<file path="config.mk">
export PLATFORM = sky130hd
export DESIGN_NAME = irq_ack_ctrl
export DESIGN_NICKNAME = d
export VERILOG_FILES = /design/src/rtl/irq_ack_pkg.sv /design/src/rtl/ack_seq.sv /design/src/rtl/ack_bus_enc.sv /design/src/rtl/vec_resolve.sv /design/src/rtl/irq_ack_ctrl.sv
export SDC_FILE = /design/constraint.sdc
export NUM_CORES = 1
export LEC_CHECK = 0
export ABC_AREA = 1
export ABC_CLOCK_PERIOD_IN_PS = 4900
export BUFFER_PORTS_ARGS = -buffer_cell sky130_fd_sc_hd__buf_2
export CORE_ASPECT_RATIO = 0.75
export CORE_MARGIN = 3
export CORE_UTILIZATION = 51
export DETAILED_ROUTE_END_ITERATION = 10
export PLACE_DENSITY = 0.82
export SYNTH_ARGS = -nofsm -noshare
export SYNTH_HDL_FRONTEND = slang
export SYNTH_SLANG_ARGS = --single-unit
</file>
<file path="constraint.sdc">
create_clock -name clk -period 4.9 [get_ports clk]
set_input_delay 0.49 -clock clk [delete_from_list [all_inputs] [get_ports clk]]
set_output_delay 0.49 -clock clk [all_outputs]
set_load 0.05 [all_outputs]
</file>
<file path="src/rtl/irq_ack_pkg.sv">
package irq_ack_pkg;

    localparam int LVL_W = 3;
    localparam int VEC_W = 8;
    localparam int FC_W  = 3;

    localparam logic [FC_W-1:0]  FC_CPU_SPACE = 3'b111;
    localparam logic [VEC_W-1:0] VEC_SPURIOUS = 8'd24;
    localparam logic [VEC_W-1:0] VEC_AUTO_BASE = 8'd24;

    typedef enum logic [1:0] {
        ST_IDLE,
        ST_STACK,
        ST_ACK,
        ST_DONE
    } ack_state_e;

    typedef enum logic [1:0] {
        TERM_NONE,
        TERM_VEC,
        TERM_AUTO,
        TERM_SPUR
    } term_e;

    typedef struct packed {
        term_e             kind;
        logic [VEC_W-1:0]  num;
    } vec_result_t;

    function automatic logic [VEC_W-1:0] auto_vector(input logic [LVL_W-1:0] lvl);
        return VEC_AUTO_BASE + {{(VEC_W-LVL_W){1'b0}}, lvl};
    endfunction

endpackage

</file>
<file path="src/rtl/ack_seq.sv">
module ack_seq
    import irq_ack_pkg::*;
#(
    parameter int TMO_W = 8
) (
    input  logic                clk,
    input  logic                rst,
    input  logic [LVL_W-1:0]    irq_level,
    input  logic                boundary,
    input  logic                stack_ack,
    input  logic                dsack,
    input  logic                avec,
    input  logic                berr_ext,
    input  logic [TMO_W-1:0]    tmo_limit,
    output ack_state_e          state,
    output logic [LVL_W-1:0]    lvl_q,
    output term_e               term,
    output logic                tmo_hit
);

    logic [TMO_W-1:0] tmo_cnt;

    // Timeout monitor: counts cycles spent in the acknowledge state.
    assign tmo_hit = (state == ST_ACK) && (tmo_cnt == tmo_limit);

    always_comb begin
        term = TERM_NONE;
        if (state == ST_ACK) begin
            if (dsack)                    term = TERM_VEC;
            else if (avec)                term = TERM_AUTO;
            else if (berr_ext || tmo_hit) term = TERM_SPUR;
        end
    end

    always_ff @(posedge clk) begin
        if (rst) begin
            state   <= ST_IDLE;
            lvl_q   <= '0;
            tmo_cnt <= '0;
        end else begin
            case (state)
                ST_IDLE: begin
                    tmo_cnt <= '0;
                    if (boundary && (irq_level != '0)) begin
                        lvl_q <= irq_level;
                        state <= ST_STACK;
                    end
                end
                ST_STACK: begin
                    tmo_cnt <= '0;
                    if (stack_ack) state <= ST_ACK;
                end
                ST_ACK: begin
                    if (term != TERM_NONE) begin
                        state   <= ST_DONE;
                        tmo_cnt <= '0;
                    end else begin
                        tmo_cnt <= tmo_cnt + 1'b1;
                    end
                end
                default: state <= ST_IDLE;
            endcase
        end
    end

endmodule

</file>
<file path="src/rtl/ack_bus_enc.sv">
module ack_bus_enc
    import irq_ack_pkg::*;
#(
    parameter int ADDR_W = 24
) (
    input  logic                active,
    input  logic [LVL_W-1:0]    lvl,
    output logic [FC_W-1:0]     fc,
    output logic [ADDR_W-1:0]   addr
);

    localparam int HI_W = ADDR_W - LVL_W - 1;

    logic [ADDR_W-1:0] pattern;

    generate
        if (HI_W > 0) begin : g_hi
            assign pattern = {{HI_W{1'b1}}, lvl, 1'b1};
        end else begin : g_nohi
            assign pattern = {lvl, 1'b1};
        end
    endgenerate

    assign fc   = active ? FC_CPU_SPACE : '0;
    assign addr = active ? pattern : '0;

endmodule

</file>
<file path="src/rtl/vec_resolve.sv">
module vec_resolve
    import irq_ack_pkg::*;
#(
    parameter int VADDR_W = 32
) (
    input  logic                clk,
    input  logic                rst,
    input  term_e               term,
    input  logic [VEC_W-1:0]    data_vec,
    input  logic [LVL_W-1:0]    lvl,
    input  logic [VADDR_W-1:0]  vbr,
    output logic [VEC_W-1:0]    vec_num,
    output logic [VADDR_W-1:0]  vec_addr
);

    vec_result_t res;

    always_comb begin
        res.kind = term;
        case (term)
            TERM_VEC:  res.num = data_vec;
            TERM_AUTO: res.num = auto_vector(lvl);
            default:   res.num = VEC_SPURIOUS;
        endcase
    end

    always_ff @(posedge clk) begin
        if (rst) begin
            vec_num  <= '0;
            vec_addr <= '0;
        end else if (res.kind != TERM_NONE) begin
            vec_num  <= res.num;
            vec_addr <= vbr + {{(VADDR_W-VEC_W-2){1'b0}}, res.num, 2'b00};
        end
    end

endmodule

</file>
<file path="src/rtl/irq_ack_ctrl.sv">
module irq_ack_ctrl
    import irq_ack_pkg::*;
#(
    parameter int ADDR_W  = 24,
    parameter int TMO_W   = 8,
    parameter int VADDR_W = 32
) (
    input  logic                clk,
    input  logic                rst,
    input  logic [2:0]          irq_level_i,
    input  logic                boundary_i,
    output logic                stack_req_o,
    input  logic                stack_ack_i,
    output logic                ack_cyc_o,
    output logic [2:0]          fc_o,
    output logic [ADDR_W-1:0]   addr_o,
    input  logic                dsack_i,
    input  logic [7:0]          data_vec_i,
    input  logic                avec_i,
    input  logic                berr_i,
    input  logic [TMO_W-1:0]    tmo_limit_i,
    input  logic [VADDR_W-1:0]  vbr_i,
    output logic                berr_o,
    output logic                done_o,
    output logic [7:0]          vec_num_o,
    output logic [VADDR_W-1:0]  vec_addr_o,
    output logic [2:0]          sr_ipl_o
);

    ack_state_e       state;
    logic [LVL_W-1:0] lvl_q;
    term_e            term;
    logic             tmo_hit;

    ack_seq #(.TMO_W(TMO_W)) u_seq (
        .clk       (clk),
        .rst       (rst),
        .irq_level (irq_level_i),
        .boundary  (boundary_i),
        .stack_ack (stack_ack_i),
        .dsack     (dsack_i),
        .avec      (avec_i),
        .berr_ext  (berr_i),
        .tmo_limit (tmo_limit_i),
        .state     (state),
        .lvl_q     (lvl_q),
        .term      (term),
        .tmo_hit   (tmo_hit)
    );

    assign ack_cyc_o   = (state == ST_ACK);
    assign stack_req_o = (state == ST_STACK);
    assign done_o      = (state == ST_DONE);
    assign berr_o      = tmo_hit && !dsack_i && !avec_i;

    ack_bus_enc #(.ADDR_W(ADDR_W)) u_enc (
        .active (ack_cyc_o),
        .lvl    (lvl_q),
        .fc     (fc_o),
        .addr   (addr_o)
    );

    vec_resolve #(.VADDR_W(VADDR_W)) u_vec (
        .clk      (clk),
        .rst      (rst),
        .term     (term),
        .data_vec (data_vec_i),
        .lvl      (lvl_q),
        .vbr      (vbr_i),
        .vec_num  (vec_num_o),
        .vec_addr (vec_addr_o)
    );

    // Priority field is loaded from the level bits on the address bus.
    always_ff @(posedge clk) begin
        if (rst)            sr_ipl_o <= '0;
        else if (ack_cyc_o) sr_ipl_o <= addr_o[3:1];
    end

endmodule

</file>
==> run metrics <==
status=complete, no violations; Adder-Cell Fraction of Synth Area=under 10%; initial core utilization=roughly 53%; clock latency on the worst-skew pair=0.32 ns; syn_nets=725; DRC=0; met1 usage=approximately a third; CP Class=register to register; Cells after DPL=844; total power draw=2.73 mW; unrepaired setup endpoints after global routing=false; Die Y=approximately 82 um; number of max-cap violations=0; Final Instance Count excl. Fillers=between 800 and 900; Final Worst Setup Slack=0.983 ns; H-tree depth=2; GRT met2 Usage=41.5%; Lkg Pwr=between 2 and 3 nW; CP max FO=34; footprint of the multi-input gates=2180 um2; Place WS=1.06 ns; fin crit share=79.9%; warnings from Yosys=0; GRT Util Overall=25.2%; Tmin final=3.92 ns; CP arrival=4.13 ns; 1st-iter DRT viols=398; maximum clock rate=255 MHz; Avg Vias per Cell=between 5 and 6; CP Launch Point=u_seq.state[0]; HPWL Detailed=approximately 9100 um; Layout fillers=718; Seq cells post-synth=56; global-route track usage on met3=4.04%; post-cts resize count=0; n_diodes=0; share of cells above drive strength 1=21.8%; Clk Tree Root Cell=clkbuf_8; RD Place Congestion=0.924; sequential area share after synthesis=28.2%; grt peak-use layer=met2; Final Setup Violations=0; post-layout util=between 60% and 70%; Worst-path clk slew=0.11 ns; nets@finish=826; Routed WL=11500 um; crit path launch type=register; Distinct cells, synth=36; Rel. slew slack=between 20 and 30%; Cell Pwr Density=roughly 580 nW/um2; post-CTS setup buffer count=0; post-synthesis mux area share=0%; worst-margin pin slew=1.07 ns; largest family of logic cells by synthesized area=simple AND/OR/NAND/NOR gates; largest net degree at the start of global routing=68; drt pass-1 iters=5; Final Hold Viols=0; most frequent cells in the layout=nand2_1, buf_2, inv_1; sum of negative setup slack=0 ns; Data required, critical path=5.11 ns; Post-DRT Antenna Nets=0; total CTS buffers=5; io pins=between 100 and 150; netlist area before placement=3970 um2; syn_area_per_cell=6.12 um2; Hold Crit Class=primary input to register; CTS tree=built; leading cell type in the layout, fill and taps excluded=nand2_1; Die Wd=108 um; drt wl/cell=13.5 um; worst hold start=data_vec_i[7]; vias in the first global route=3834; Reg area=1120 um2; xor/xnor cell area share of the yosys netlist=approximately 2.2%; CORE AREA=7470 um2; peak supply drop=539 uV; Clock Sink Count=56; Mapped Cells=649; Post-Synth Simple-Gate Area=37.6%; row cnt=27; routed via count=4295; Compound-Gate Fraction of Synth Area=under 10%; reg2reg start=u_seq.state[0]; die area=just under 9000 um2; P&R area growth vs syn=17.8%; antenna violations before repair=0; total congestion overflow=0; CTS max path bufs=2; # port buffers=131; Worst Setup End Kind=register; Setup Skew=0.0134 ns; Slew Limit Fails=0; Post-CTS Hold Fix Bufs=0; first-pass GRT wire length=around 18000 um
-- registers in the layout (all words and copies together), names as in the netlist --
signal / cells
sr_ipl_o: 3
u_seq.tmo_cnt: 8
u_seq.lvl_q: 3
u_vec.vec_addr: 32
u_vec.vec_num: 8
u_seq.state: 2
-- layer usage --
layer / part of all wire [%] / up-vias / wire length (um)
met1: 46 / 1923 / 5260
met5: 0 / - / 0
met2: 45 / 169 / 5250
li1: - / 2187 / -
met4: 1.0 / 0 / 121
met3: 7.9 / 16 / 907
-- stage by stage --
stage	cell area, um2	hold WS (ns)
5_1_grt	4680	0.427
3_5_place_dp	4520	0.450
3_3_place_gp	4520	0.447
6_report	4680	0.436
4_1_cts	4680	0.422
2_1_floorplan	3970	0.439
-- layout make-up --
class | count | area share [%]
inverter | 113 | 9.07
sequential | 56 | 24.0
clock inverter | 3 | 1.93
timing repair buffer | 133 | 14.3
multi-input combinational | 441 | 46.5
clock buffer | 5 | 1.47
tap | 101 | 2.70
-- where the power goes --
group	total [mW]	internal, mW	switching [mW]
clock network	0.417	0.256	0.161
logic	1.66	0.380	1.28
registers	0.649	0.579	0.0694
-- synthesized netlist by cell type --
master | n | share of area [%]
a211oi_1 | 1 | 0.19
a21boi_0 | 1 | 0.19
a21oi_1 | 25 | 3.2
a22o_1 | 2 | 0.44
and2_1 | 1 | 0.16
and3_1 | 1 | 0.16
buf_2 | 6 | 0.76
buf_4 | 25 | 4.7
clkbuf_1 | 7 | 0.66
clkbuf_2 | 1 | 0.13
dfxtp_1 | 56 | 28
fa_1 | 1 | 0.50
ha_1 | 17 | 5.4
inv_1 | 112 | 11
inv_2 | 1 | 0.094
nand2_1 | 153 | 14
nand2_2 | 5 | 0.79
nand3_1 | 50 | 6.3
nand3_2 | 3 | 0.76
nand3b_1 | 5 | 0.95
nand4_1 | 7 | 1.1
nor2_1 | 93 | 8.8
nor2_2 | 9 | 1.4
nor3_1 | 8 | 1.0
nor3_2 | 2 | 0.50
nor3b_1 | 2 | 0.38
nor4_1 | 1 | 0.16
o211ai_1 | 2 | 0.38
o21ai_0 | 35 | 4.4
o21ai_1 | 2 | 0.25
o21bai_1 | 1 | 0.19
or2_1 | 1 | 0.16
or2_2 | 2 | 0.32
or3_1 | 1 | 0.16
xnor2_1 | 1 | 0.22
xor2_1 | 9 | 2.0
-- critical path, stage by stage (launching register included) --
cell and delay (ns):
dfxtp_1 0.36, inv_1 0.12, ha_1 0.15, buf_4 0.26
nand2_1 0.08, nor3_1 0.18, nand3_1 0.16, nand3_1 0.10
nand3_1 0.12, ha_1 0.33, a22o_1 0.22, nand2_1 0.07
inv_1 0.06, ha_1 0.22, fa_1 0.44, nand3_1 0.11
nand3_1 0.19, nand2_1 0.14, nand3_2 0.11, xor2_1 0.15
o21ai_0 0.18, inv_1 0.06
-- cells by family after synthesis --
group                    count (synthesis)
XOR/XNOR                                10
adder cells (fa/ha/maj)                 18
AND/OR/NAND/NOR                        344
AO/OA/AOI/OAI                           69
buffers and inverters                  152
flip-flops                              56
-- path summary, 6_finish.rpt --
path,endpoint,cells past startpoint,slack (ns)
hold reg to reg,sr_ipl_o[1],2,0.47
setup reg to reg,u_vec.vec_addr[10],21,0.98
setup / recovery,u_vec.vec_addr[10],21,0.98
hold / removal,u_vec.vec_num[7],3,0.44
Note: power is estimated with default switching activity, not from simulation.
